--- config.mk ---
export PLATFORM = sky130hd
export DESIGN_NAME = adc_pd_sequencer
export DESIGN_NICKNAME = d
export VERILOG_FILES = /design/src/rtl/adc_seq_pkg.sv /design/src/rtl/adc_busy_sync.sv /design/src/rtl/adc_cycle_timer.sv /design/src/rtl/adc_seq_fsm.sv /design/src/rtl/adc_pd_sequencer.sv
export SDC_FILE = /design/constraint.sdc
export NUM_CORES = 1
export LEC_CHECK = 0
export CORE_MARGIN = 1
export CORE_UTILIZATION = 30
export DETAILED_ROUTE_END_ITERATION = 10
export DONT_BUFFER_PORTS = 1
export PLACE_DENSITY = 0.49
export SLEW_MARGIN = 15
export SYNTH_ARGS = -nofsm -noshare
export SYNTH_HDL_FRONTEND = slang
export SYNTH_HIERARCHICAL = 1
export SYNTH_SLANG_ARGS = --single-unit
--- constraint.sdc ---
create_clock -name clk -period 3.05 [get_ports clk]
set_clock_uncertainty 0.05 [all_clocks]
set_input_delay 0.4575 -clock clk [delete_from_list [all_inputs] [get_ports clk]]
set_output_delay 0.4575 -clock clk [all_outputs]
set_load 0.005 [all_outputs]
--- src/rtl/adc_seq_pkg.sv ---
`timescale 1ns/1ps
package adc_seq_pkg;

    typedef enum logic [2:0] {
        SQ_IDLE,
        SQ_STROBE,
        SQ_WAIT_RISE,
        SQ_WAIT_FALL,
        SQ_READ
    } seq_state_e;

    typedef struct packed {
        logic overrun;
        logic busy_err;
    } seq_flags_t;

    // bit width able to hold values 0 .. n-1 (at least 1)
    function automatic int cnt_bits(input int n);
        return (n < 2) ? 1 : $clog2(n);
    endfunction

endpackage

--- src/rtl/adc_busy_sync.sv ---
`timescale 1ns/1ps
module adc_busy_sync #(
    parameter int STAGES = 2
) (
    input  logic clk,
    input  logic rst,
    input  logic din,
    output logic dout
);
    logic [STAGES-1:0] chain_q;

    generate
        for (genvar i = 0; i < STAGES; i++) begin : g_stage
            if (i == 0) begin : g_first
                always_ff @(posedge clk) begin
                    if (rst) chain_q[0] <= 1'b0;
                    else     chain_q[0] <= din;
                end
            end else begin : g_next
                always_ff @(posedge clk) begin
                    if (rst) chain_q[i] <= 1'b0;
                    else     chain_q[i] <= chain_q[i-1];
                end
            end
        end
    endgenerate

    assign dout = chain_q[STAGES-1];
endmodule

--- src/rtl/adc_cycle_timer.sv ---
`timescale 1ns/1ps
module adc_cycle_timer
    import adc_seq_pkg::*;
#(
    parameter int CYCLE_TICKS = 12500
) (
    input  logic clk,
    input  logic rst,
    input  logic run,
    output logic tick
);
    localparam int CW = cnt_bits(CYCLE_TICKS);
    localparam logic [CW-1:0] LAST = CW'(CYCLE_TICKS - 1);

    logic [CW-1:0] cnt_q;

    always_ff @(posedge clk) begin
        if (rst || !run) begin
            cnt_q <= '0;
        end else if (cnt_q == LAST) begin
            cnt_q <= '0;
        end else begin
            cnt_q <= cnt_q + 1'b1;
        end
    end

    assign tick = run && (cnt_q == LAST);
endmodule

--- src/rtl/adc_seq_fsm.sv ---
`timescale 1ns/1ps
module adc_seq_fsm
    import adc_seq_pkg::*;
#(
    parameter int STROBE_TICKS = 250,
    parameter int BUSY_TIMEOUT = 1250
) (
    input  logic       clk,
    input  logic       rst,
    input  logic       enable,
    input  logic       tick,
    input  logic       busy_s,
    input  logic       rd_done,
    output logic       convst,
    output logic       rd_req,
    output seq_flags_t flags
);
    localparam int SW = cnt_bits(STROBE_TICKS);
    localparam int TW = cnt_bits(BUSY_TIMEOUT + 1);
    localparam logic [SW-1:0] S_LAST = SW'(STROBE_TICKS - 1);
    localparam logic [TW-1:0] T_LAST = TW'(BUSY_TIMEOUT - 1);

    seq_state_e    state_q;
    logic [SW-1:0] scnt_q;
    logic [TW-1:0] tcnt_q;
    logic          pending_q;
    seq_flags_t    flags_q;
    logic          t_expired;

    assign t_expired = (tcnt_q >= T_LAST);

    always_ff @(posedge clk) begin
        if (rst) begin
            state_q   <= SQ_IDLE;
            scnt_q    <= '0;
            tcnt_q    <= '0;
            pending_q <= 1'b0;
            flags_q   <= '0;
        end else begin
            flags_q <= '0;

            // expiry while a conversion is still in flight
            if (tick && state_q != SQ_IDLE) begin
                flags_q.overrun <= 1'b1;
                pending_q       <= 1'b1;
            end

            case (state_q)
                SQ_IDLE: begin
                    if (enable && (tick || pending_q)) begin
                        state_q   <= SQ_STROBE;
                        scnt_q    <= '0;
                        pending_q <= 1'b0;
                    end
                end
                SQ_STROBE: begin
                    if (scnt_q == S_LAST) begin
                        state_q <= SQ_WAIT_RISE;
                        tcnt_q  <= '0;
                    end else begin
                        scnt_q <= scnt_q + 1'b1;
                    end
                end
                SQ_WAIT_RISE: begin
                    if (busy_s) begin
                        state_q <= SQ_WAIT_FALL;
                        tcnt_q  <= tcnt_q + 1'b1;
                    end else if (t_expired) begin
                        state_q          <= SQ_IDLE;
                        flags_q.busy_err <= 1'b1;
                    end else begin
                        tcnt_q <= tcnt_q + 1'b1;
                    end
                end
                SQ_WAIT_FALL: begin
                    if (!busy_s) begin
                        state_q <= SQ_READ;
                    end else if (t_expired) begin
                        state_q          <= SQ_IDLE;
                        flags_q.busy_err <= 1'b1;
                    end else begin
                        tcnt_q <= tcnt_q + 1'b1;
                    end
                end
                SQ_READ: begin
                    if (rd_done) state_q <= SQ_IDLE;
                end
                default: state_q <= SQ_IDLE;
            endcase

            if (!enable) pending_q <= 1'b0;
        end
    end

    always_comb begin
        convst = (state_q == SQ_STROBE);
        rd_req = (state_q == SQ_READ);
        flags  = flags_q;
    end
endmodule

--- src/rtl/adc_pd_sequencer.sv ---
`timescale 1ns/1ps
module adc_pd_sequencer
    import adc_seq_pkg::*;
#(
    parameter int CYCLE_TICKS  = 12500,
    parameter int STROBE_TICKS = 250,
    parameter int BUSY_TIMEOUT = 1250,
    parameter int SYNC_STAGES  = 2
) (
    input  logic clk,
    input  logic rst,
    input  logic enable,
    input  logic busy_in,
    input  logic rd_done,
    output logic convst,
    output logic rd_req,
    output logic overrun,
    output logic busy_err
);
    logic       busy_s;
    logic       tick;
    seq_flags_t flags;

    adc_busy_sync #(.STAGES(SYNC_STAGES)) u_sync (
        .clk  (clk),
        .rst  (rst),
        .din  (busy_in),
        .dout (busy_s)
    );

    adc_cycle_timer #(.CYCLE_TICKS(CYCLE_TICKS)) u_timer (
        .clk  (clk),
        .rst  (rst),
        .run  (enable),
        .tick (tick)
    );

    adc_seq_fsm #(
        .STROBE_TICKS (STROBE_TICKS),
        .BUSY_TIMEOUT (BUSY_TIMEOUT)
    ) u_fsm (
        .clk     (clk),
        .rst     (rst),
        .enable  (enable),
        .tick    (tick),
        .busy_s  (busy_s),
        .rd_done (rd_done),
        .convst  (convst),
        .rd_req  (rd_req),
        .flags   (flags)
    );

    assign overrun  = flags.overrun;
    assign busy_err = flags.busy_err;
endmodule

==> impl_results.md, run 1 <==
- Cells after synthesis: 231
- # DRC: 0
- Vias in the first global route: 1460
- CTS resizes: 0
- Post-synth top area share: 0.409
- Synth cell types: 53
- Post-synth EDFFs: 0
- Fmax: 424 MHz
- Clock buffer depth: 2
- DR WL/cell: 13.3 um
- Slew HR: 0.679
- CP required: 3.19 ns
- Die X: 83.8 um
- Most area-consuming cells after synthesis: dfxtp_1 41%, nor2_1 8.0%, xnor2_1 6.1%
- R2R depth: 8
- Cell Area, Placed: 2070 um2
- Non-filler cells in the finished layout: 312
- Setup ws final: 0.693 ns
- Vias: 1568
- Postcts setup bufs: 0
- Total Routing Usage GR: 0.129
- Nets: 244
- Post-synth top flop: dfxtp_1
- Clock transition at path regs: 0.09 ns
- Area leader, netlist: dfxtp_1
- Post-CTS Hold Buffers: 0
- Hold WC Path Type: primary input to register
- Worst skew pair latency: 0.30 ns
- Sink Count: 41
- Place WS: 0.695 ns
- Final hold viol count: 0
- Lkg Pwr: 0.000702 uW
- Synthesis-to-layout area growth: 10.2%
- Io pins: 9
- Root Driver: clkbuf_8
- Pin count of the biggest net entering global routing: 15
- Initial antenna violation count: 0
- Final wirelength: 4.14 mm
- Synth Register Bits: 41
- Fin area: 2210 um2
- Share of layout cells above drive strength 1: 0.0681
- Element type at the critical path end: register
- FILL cells: 658
- Chip height: 83.8 um
- CTS buffer count: 5
- Metal3 WL: 154 um
- Post-synthesis cell area: 2010 um2
- Antenna viol nets, final: 0
- Final setup TNS: 0 ns
- Port Buffers: 0
- Syn_area_per_cell: 8.69 um2
- Arr. time, crit path: 2.50 ns
- Yosys warning count: 6
- Hold Path Depth: 1
- Max VDD drop: 195 uV
- Initial Util: 0.314
- Syn nets: 241
- RR Startpoint: u_timer/cnt_q[8]
- Die area: 7020 um2
- Core Area: 6390 um2
- Final Cycle Share: 0.773
- Iteration-0 DRC Markers: 60
- Final setup fails: 0
- First-pass GRT wire length: 7.21 mm
- Top routing layer used: met4
- Slowest stage cell on the critical path: or4_1
- Worst hold endpoint: u_sync/chain_q[0]
- RR Endpoint: u_fsm/scnt_q[2]
- Drt via density: 5.03
- CTS tree: yes
- Max cap viols: 0
- M1 WL: 2.07 mm
- Post-DP HPWL: 3.03 mm
- Slowest Stage Delay on Critical Path: 0.54 ns
- Worst-Margin Slew: 0.476 ns
- Tmin final: 2.36 ns
- Kind of start point of the critical path: register
- Hold path startpoint: rst
- Antenna Cells: 0
- Num rows: 29
- Gp weighted congestion: 0.772
- DR pass1 iterations: 4
- R2r setup slk: 0.69 ns
- Outcome: finished, final reports clean
- H-tree Lvls: 2
- Register area share after synthesis: 0.409
- Overflow left after global routing: 0
- Met2 routed WL: 1.84 mm
- Largest fanout on the critical path: 6
- Fin. max-slew vios: 0
- Pwr/cell area: 490 nW/um2
- Crit-path cells: or4_1, nor4_1, and2_2, o21a_1, o21ai_0, nor3b_1, xnor2_1, nor2_1
- WS Path Type: register to register
- Async set-or-reset flop fraction in the synthesized netlist: 0
- RSZ-0062 raised after global routing: false
- Placed cell count: 304
## cells in the final DEF (no fill, tap or decap), drive strengths merged, types with 3 or more instances in the layout
cell    count
nor2b       5
xor2        5
nand3       9
xnor2      14
inv        12
o21ai       8
and2        4
o31ai       3
nor4        4
nor3b       4
dfxtp      41
clkbuf      5
nand4       7
ha          5
o211ai      3
nor3        4
and4        3
nand2      18
nor2       43
a211oi      3
## report_power, final
group | internal, uW | switching, uW | total [uW]
clock | 330 | 201 | 530
combinational | 4.09 | 10.1 | 14.2
sequential | 537 | 1.71 | 539
## worst max-delay path by stage
stage / from / to / slack (ns) / cells after the start
3_5_place_dp: u_timer/cnt_q[8] / u_fsm/scnt_q[2] / 0.69 / 8
5_1_grt: u_timer/cnt_q[8] / u_fsm/scnt_q[1] / 0.39 / 8
4_1_cts: u_timer/cnt_q[8] / u_fsm/scnt_q[1] / 0.68 / 8
2_1_floorplan: u_timer/cnt_q[8] / u_fsm/scnt_q[2] / 0.90 / 8
3_3_place_gp: u_timer/cnt_q[8] / u_fsm/scnt_q[2] / 0.76 / 8
6_report: u_timer/cnt_q[8] / u_fsm/scnt_q[2] / 0.69 / 8
## state kept, by name, indices dropped and copies added (netlist names)
name             cells
u_fsm/tcnt_q        11
u_fsm/state_q        3
u_fsm/flags          2
u_fsm/pending_q      1
u_sync/dout          1
u_fsm/scnt_q         8
u_timer/cnt_q       14
u_sync/chain_q       1
## synth_stat cells, types with 4 or more instances
cell / n
nor2_1: 43
dfxtp_1: 41
nand2_1: 18
xnor2_1: 14
inv_1: 11
nand3_1: 9
nand4_1: 7
o21ai_0: 7
ha_1: 5
nor2b_1: 5
xor2_1: 5
nor3_1: 4
nor3b_1: 4
nor4_1: 4
## logic make-up after synthesis
logic type / share of synthesized area
xor gates and xnor gates: 0.0829
DFF: 0.409
AOI/OAI and AO/OA: 0.149
and+or+nand+nor: 0.287
adders and majority gates: 0.0312
muxes: 0.00561
buffers and inverters: 0.0355
## worst max-delay path: cells and delay by family, from the launching register on
| kind | cells | cell delay (ns) |
|---|---|---|
| AND/OR/NAND/NOR | 5 | 1.36 |
| flip-flops | 1 | 0.36 |
| AO/OA/AOI/OAI | 2 | 0.33 |
| XOR/XNOR | 1 | 0.15 |
## per-layer routing
| layer | global-route usage | up-vias |
|---|---|---|
| li1 | - | 819 |
| met1 | 0.175 | 724 |
| met2 | 0.195 | 18 |
| met3 | 0.0317 | 7 |
| met4 | 0.0555 | 0 |
| met5 | 0 | - |
## area by class of cell
cell class                      instances  area (um2)  area share
Inverter                               11        41.3      0.0187
Tap cell                               77        96.3      0.0436
Clock inverter                          3        68.8      0.0311
Multi-Input combinational cell        175        1110       0.504
Clock buffer                            5        68.8      0.0311
Sequential cell                        41         821       0.371
## stage by stage
stage | util | power [uW] | hold WS (ns)
after global placement | 0.325 | 567 | 0.394
after global routing | 0.346 | 1140 | 0.150
after detailed placement | 0.325 | 566 | 0.401
after floorplan | - | 566 | 0.364
final | 0.346 | 1080 | 0.165
after CTS | 0.346 | 1110 | 0.150
(Power assumes the default switching activity.)
==> run 2, diff against run 1 <==
- clock period: 3.05 -> 2.4 ns (I/O delays scaled with it)
==> run 2 against run 1 <==
  * Power is 7.9% higher
  * Cell area is 0.91% higher
  * Largest power group unchanged
  * Clock power fell by 12%
  * Flip-flop and latch count is the same
  * Critical path type unchanged
  * Die area unchanged
  * Global-route usage about the same
  * Register-to-register slack worse by 0.51 ns
  * Hold slack lost 0.078 ns
  * Maximum frequency grew 6.5%
  * Routed wire length increased by 0.97%
  * First-iteration DRC count grew 47%
  * Non-clock buffer count up 5
==> impl_results.md, run 2 (synthesis results as in run 1) <==
- Final hold viol count: 0
- Overflow left after global routing: 0
- Largest regs: u_timer/cnt_q: 14 flops, u_fsm/tcnt_q: 11 flops, u_fsm/scnt_q: 8 flops
- Slowest Stage Delay on Critical Path: 0.56 ns
- Initial Util: 0.314
- RSZ-0062 raised after global routing: true
- Arr. time, crit path: 2.33 ns
- Crit path launch: u_timer/cnt_q[11]
- Final Cycle Share: 0.922
- CTS buffer count: 5
- WS Path Type: register to register
- Max cap viols: 0
- Clock transition at path regs: 0.07 ns
- Antenna viol nets, final: 0
- Initial antenna violation count: 0
- Crit-path cells: or4_1, nor4_4, and2_2, o21a_2, o21ai_1, nor3b_2, xnor2_1, nor2_1
- Port Buffers: 0
- Top Family by Delay on Critical Path: simple AND/OR/NAND/NOR gates
- First-pass GRT wire length: 7.32 mm
- Worst setup path endpoint: u_fsm/scnt_q[2]
- Gp weighted congestion: 0.759
- Pin count of the biggest net entering global routing: 15
- Buf/Inv on CP: 0
- GR peak layer: met2
- Slowest stage cell on the critical path: or4_1
- Antenna Cells: 0
- Most common cell after layout, fill and taps aside: nor2_1
- CP required: 2.52 ns
- Vias in the first global route: 1462
- RR Endpoint: u_fsm/scnt_q[2]
- Total Routing Usage GR: 0.129
- Chip height: 83.8 um
- Kind of start point of the critical path: register
- DR WL/cell: 13.2 um
- Sink Count: 41
- Largest fanout on the critical path: 6
- Die area: 7020 um2
- RR Startpoint: u_timer/cnt_q[11]
- Final setup fails: 0
- Core Area: 6390 um2
- Highest-count cells in the layout ignoring fill and taps: 42 x nor2_1, 41 x dfxtp_1, 18 x nand2_1
- Synthesis-to-layout area growth: 11.2%
- Outcome: finished, final reports clean
- Io pins: 9
- Worst-Margin Slew: 0.516 ns
- Tmin final: 2.21 ns
- Lkg Pwr: 0.000704 uW
- Final wirelength: 4.18 mm
- Final hold slack: 0.0864 ns
- Placed cell count: 309
- Non-filler cells in the finished layout: 316
- H-tree Lvls: 2
- Worst skew pair latency: 0.29 ns
- R2r setup slk: 0.19 ns
- Share of layout cells above drive strength 1: 0.105
- Crit path depth: 8
- Nets: 249
- Postcts setup bufs: 0
- Iteration-0 DRC Markers: 88
- DR pass1 iterations: 4
- R2R depth: 8
- Num rows: 29
- Drt via density: 4.99
- Fmax: 452 MHz
- Max VDD drop: 196 uV
- Met1 Track Usage GR: 0.181
- Clock buffer depth: 2
- Pwr/cell area: 524 nW/um2
- Die X: 83.8 um
- Element type at the critical path end: register
- Slew HR: 0.652
- Routing usage on met2: 0.194
- Met3 usage: 0.0267
- Hold WC Path Type: primary input to register
- Vias: 1578
- Final setup TNS: 0 ns
- Post-CTS Hold Buffers: 0
- Post-DP HPWL: 3.05 mm
- Root Driver: clkbuf_8
- Largest register by flop count: u_timer/cnt_q
- CTS resizes: 0
- # DRC: 0
- Max reg flops: 14
- Fin. max-slew vios: 0
- CTS tree: yes
## run 2: cell types whose count changed in the layout (fill, tap and decap cells not counted), sizes merged
cell      before  now
clkbuf         5    6
bufinv         2    0
inv           12   11
buf            0    5
clkinvlp       0    1
## run 2: how the worst min path moves through the flow
stage	from	endpoint	slack, ns	cells past startpoint
2_1_floorplan	u_sync/chain_q[0]	u_sync/dout	0.36	1
3_3_place_gp	rst	u_sync/chain_q[0]	0.39	1
3_5_place_dp	rst	u_sync/chain_q[0]	0.39	1
4_1_cts	rst	u_sync/chain_q[0]	0.07	1
5_1_grt	rst	u_sync/chain_q[0]	0.07	1
6_report	rst	u_sync/chain_q[0]	0.09	1
## run 2: cell type report
class	instances	area (um2)
Sequential cell	41	821
Inverter	11	41.3
Clock inverter	1	7.51
Tap cell	77	96.3
Timing Repair Buffer	5	37.5
Fill cell	672	4160
Multi-Input combinational cell	175	1140
Clock buffer	6	82.6
## run 2: per-layer routing
layer  share of wire  up-vias
met3           0.029        2
li1                -      831
met1            0.53      719
met5               0        -
met2            0.43       26
met4          0.0072        0
## run 2: through the flow
stage	area, um2	util	power [uW]	worst slack (ns)
4_1_cts	2200	0.345	1190	0.0510
5_1_grt	2230	0.349	1220	0.0137
2_1_floorplan	2010	-	720	0.246
3_3_place_gp	2110	0.331	721	0.159
6_report	2230	0.349	1170	0.188
3_5_place_dp	2110	0.331	720	0.0676
## run 2: where the power goes
group | switching (uW) | total, uW | leakage (uW) | internal [uW]
Clock | 238 | 466 | 0.0000433 | 228
Sequential | 2.12 | 685 | 0.000331 | 683
Combinational | 13.2 | 18.5 | 0.000330 | 5.34
## run 2: worst register-to-register path: stages, from the launching register on
cell     delay, ns
dfxtp_1       0.34
or4_1         0.56
nor4_4        0.29
and2_2        0.18
o21a_2        0.18
o21ai_1       0.11
nor3b_2       0.22
xnor2_1       0.13
nor2_1        0.05
==> run 3, diff against run 2 <==
- CTS_BUF_LIST: default -> sky130_fd_sc_hd__clkbuf_16
==> run 3 against run 2 <==
  * First-iteration DRC count grew 16%
  * Sequential power is essentially flat
  * Via count shrank 0.70%
  * Critical endpoint unchanged
  * Largest cell class unchanged
  * Highest routed layer unchanged
==> impl_results.md, run 3 (synthesis results as in run 1) <==
- H-tree Lvls: 2
- Largest fanout on the critical path: 6
- Root Driver: clkbuf_16
- Final hold slack: 0.0972 ns
- Antenna Cells: 0
- Post-DP HPWL: 3.05 mm
- Post-CTS Hold Buffers: 0
- Worst-Margin Slew: 0.520 ns
- Die X: 83.8 um
- CTS buffer count: 5
- Placed cell count: 309
- RSZ-0062 raised after global routing: false
- Hold WC Path Type: primary input to register
- Sink Count: 41
- Final setup TNS: 0 ns
- Drt via density: 4.96
- Initial antenna violation count: 0
- Initial Util: 0.314
- Vias: 1567
- Clock transition at path regs: 0.05 ns
- Max cap viols: 0
- WS Path Type: register to register
- Largest regs: u_timer/cnt_q: 14 flops, u_fsm/tcnt_q: 11 flops, u_fsm/scnt_q: 8 flops
- Fmax: 451 MHz
- Gp weighted congestion: 0.759
- Most common cell after layout, fill and taps aside: nor2_1
- Highest-count cells in the layout ignoring fill and taps: 42 x nor2_1, 41 x dfxtp_1, 18 x nand2_1
- Antenna viol nets, final: 0
- Synthesis-to-layout area growth: 13.5%
- Pin count of the biggest net entering global routing: 15
- Max reg flops: 14
- DR WL/cell: 13.4 um
- Slew HR: 0.650
- Vias in the first global route: 1464
- FILL cells: 669
- Cell Area, Placed: 2110 um2
- Nets: 249
- Share of layout cells above drive strength 1: 0.100
- Final wirelength: 4.23 mm
- Tmin final: 2.22 ns
- Postcts setup bufs: 0
- Die area: 7020 um2
- Non-filler cells in the finished layout: 316
- Final hold viol count: 0
- Worst skew pair latency: 0.28 ns
- CP required: 2.51 ns
- Fin area: 2280 um2
- Io pins: 9
- Overflow left after global routing: 0
- # DRC: 0
- Lkg Pwr: 0.000724 uW
- Max VDD drop: 240 uV
- Outcome: finished, final reports clean
- Pwr/cell area: 588 nW/um2
- Element type at the critical path end: register
- Iteration-0 DRC Markers: 102
- Core Area: 6390 um2
- Final Cycle Share: 0.923
- Chip height: 83.8 um
- Arr. time, crit path: 2.32 ns
- Total Routing Usage GR: 0.130
- Kind of start point of the critical path: register
- First-pass GRT wire length: 7.35 mm
- DR pass1 iterations: 4
- Port Buffers: 0
- Final setup fails: 0
- CTS tree: yes
- Num rows: 29
- Fin. max-slew vios: 0
- Clock buffer depth: 2
- Largest register by flop count: u_timer/cnt_q
-- run 3: cell type report --
cell class | count | area, um2 | share of cell area
Tap cell | 77 | 96.3 | 0.0423
Timing Repair Buffer | 5 | 37.5 | 0.0165
Inverter | 11 | 41.3 | 0.0181
Clock inverter | 2 | 11.3 | 0.00495
Clock buffer | 5 | 125 | 0.0549
Sequential cell | 41 | 821 | 0.360
Multi-Input combinational cell | 175 | 1140 | 0.503
-- run 3: critical path, stage by stage, from the launching register on --
cell and delay [ns]:
dfxtp_1 0.33, or4_1 0.56, nor4_4 0.29, and2_2 0.18, o21a_2 0.18, o21ai_1 0.11
nor3b_2 0.22, xnor2_1 0.13, nor2_1 0.05
-- run 3: repair_timing --
action	in CTS	in global routing
endpoints found under the hold margin	0	0
gates resized for setup	0	7
endpoints found under the setup margin	0	8
-- run 3: worst paths after layout --
kind	startpoint	endpoint	slack, ns	depth (start not counted)
worst min-delay path	rst	u_sync/chain_q[0]	0.1	1
worst max register to register	u_timer/cnt_q[11]	u_fsm/scnt_q[2]	0.18	8
worst max-delay path	u_timer/cnt_q[11]	u_fsm/scnt_q[2]	0.18	8
worst min register to register	u_timer/cnt_q[0]	u_timer/cnt_q[0]	0.41	1
-- run 3: report_power, final --
group | switching [uW] | internal [uW] | total, uW
clock | 258 | 375 | 633
combinational | 13.3 | 5.34 | 18.7
sequential | 2.16 | 684 | 686
-- run 3: metal layers --
metal / part of all wire / global-route usage / vias up
li1: - / - / 832
met1: 0.53 / 0.183 / 717
met2: 0.43 / 0.194 / 16
met3: 0.025 / 0.0326 / 2
met4: 0.0071 / 0.0462 / 0
met5: 0 / 0 / -
-- run 3: through the flow --
stage               setup slack [ns]  power, uW  utilization
floorplan                      0.246        720            -
global placement               0.159        721        0.331
detailed placement            0.0676        720        0.331
CTS                           0.0557       1360        0.352
global route                  0.0186       1400        0.357
finish                         0.185       1340        0.357
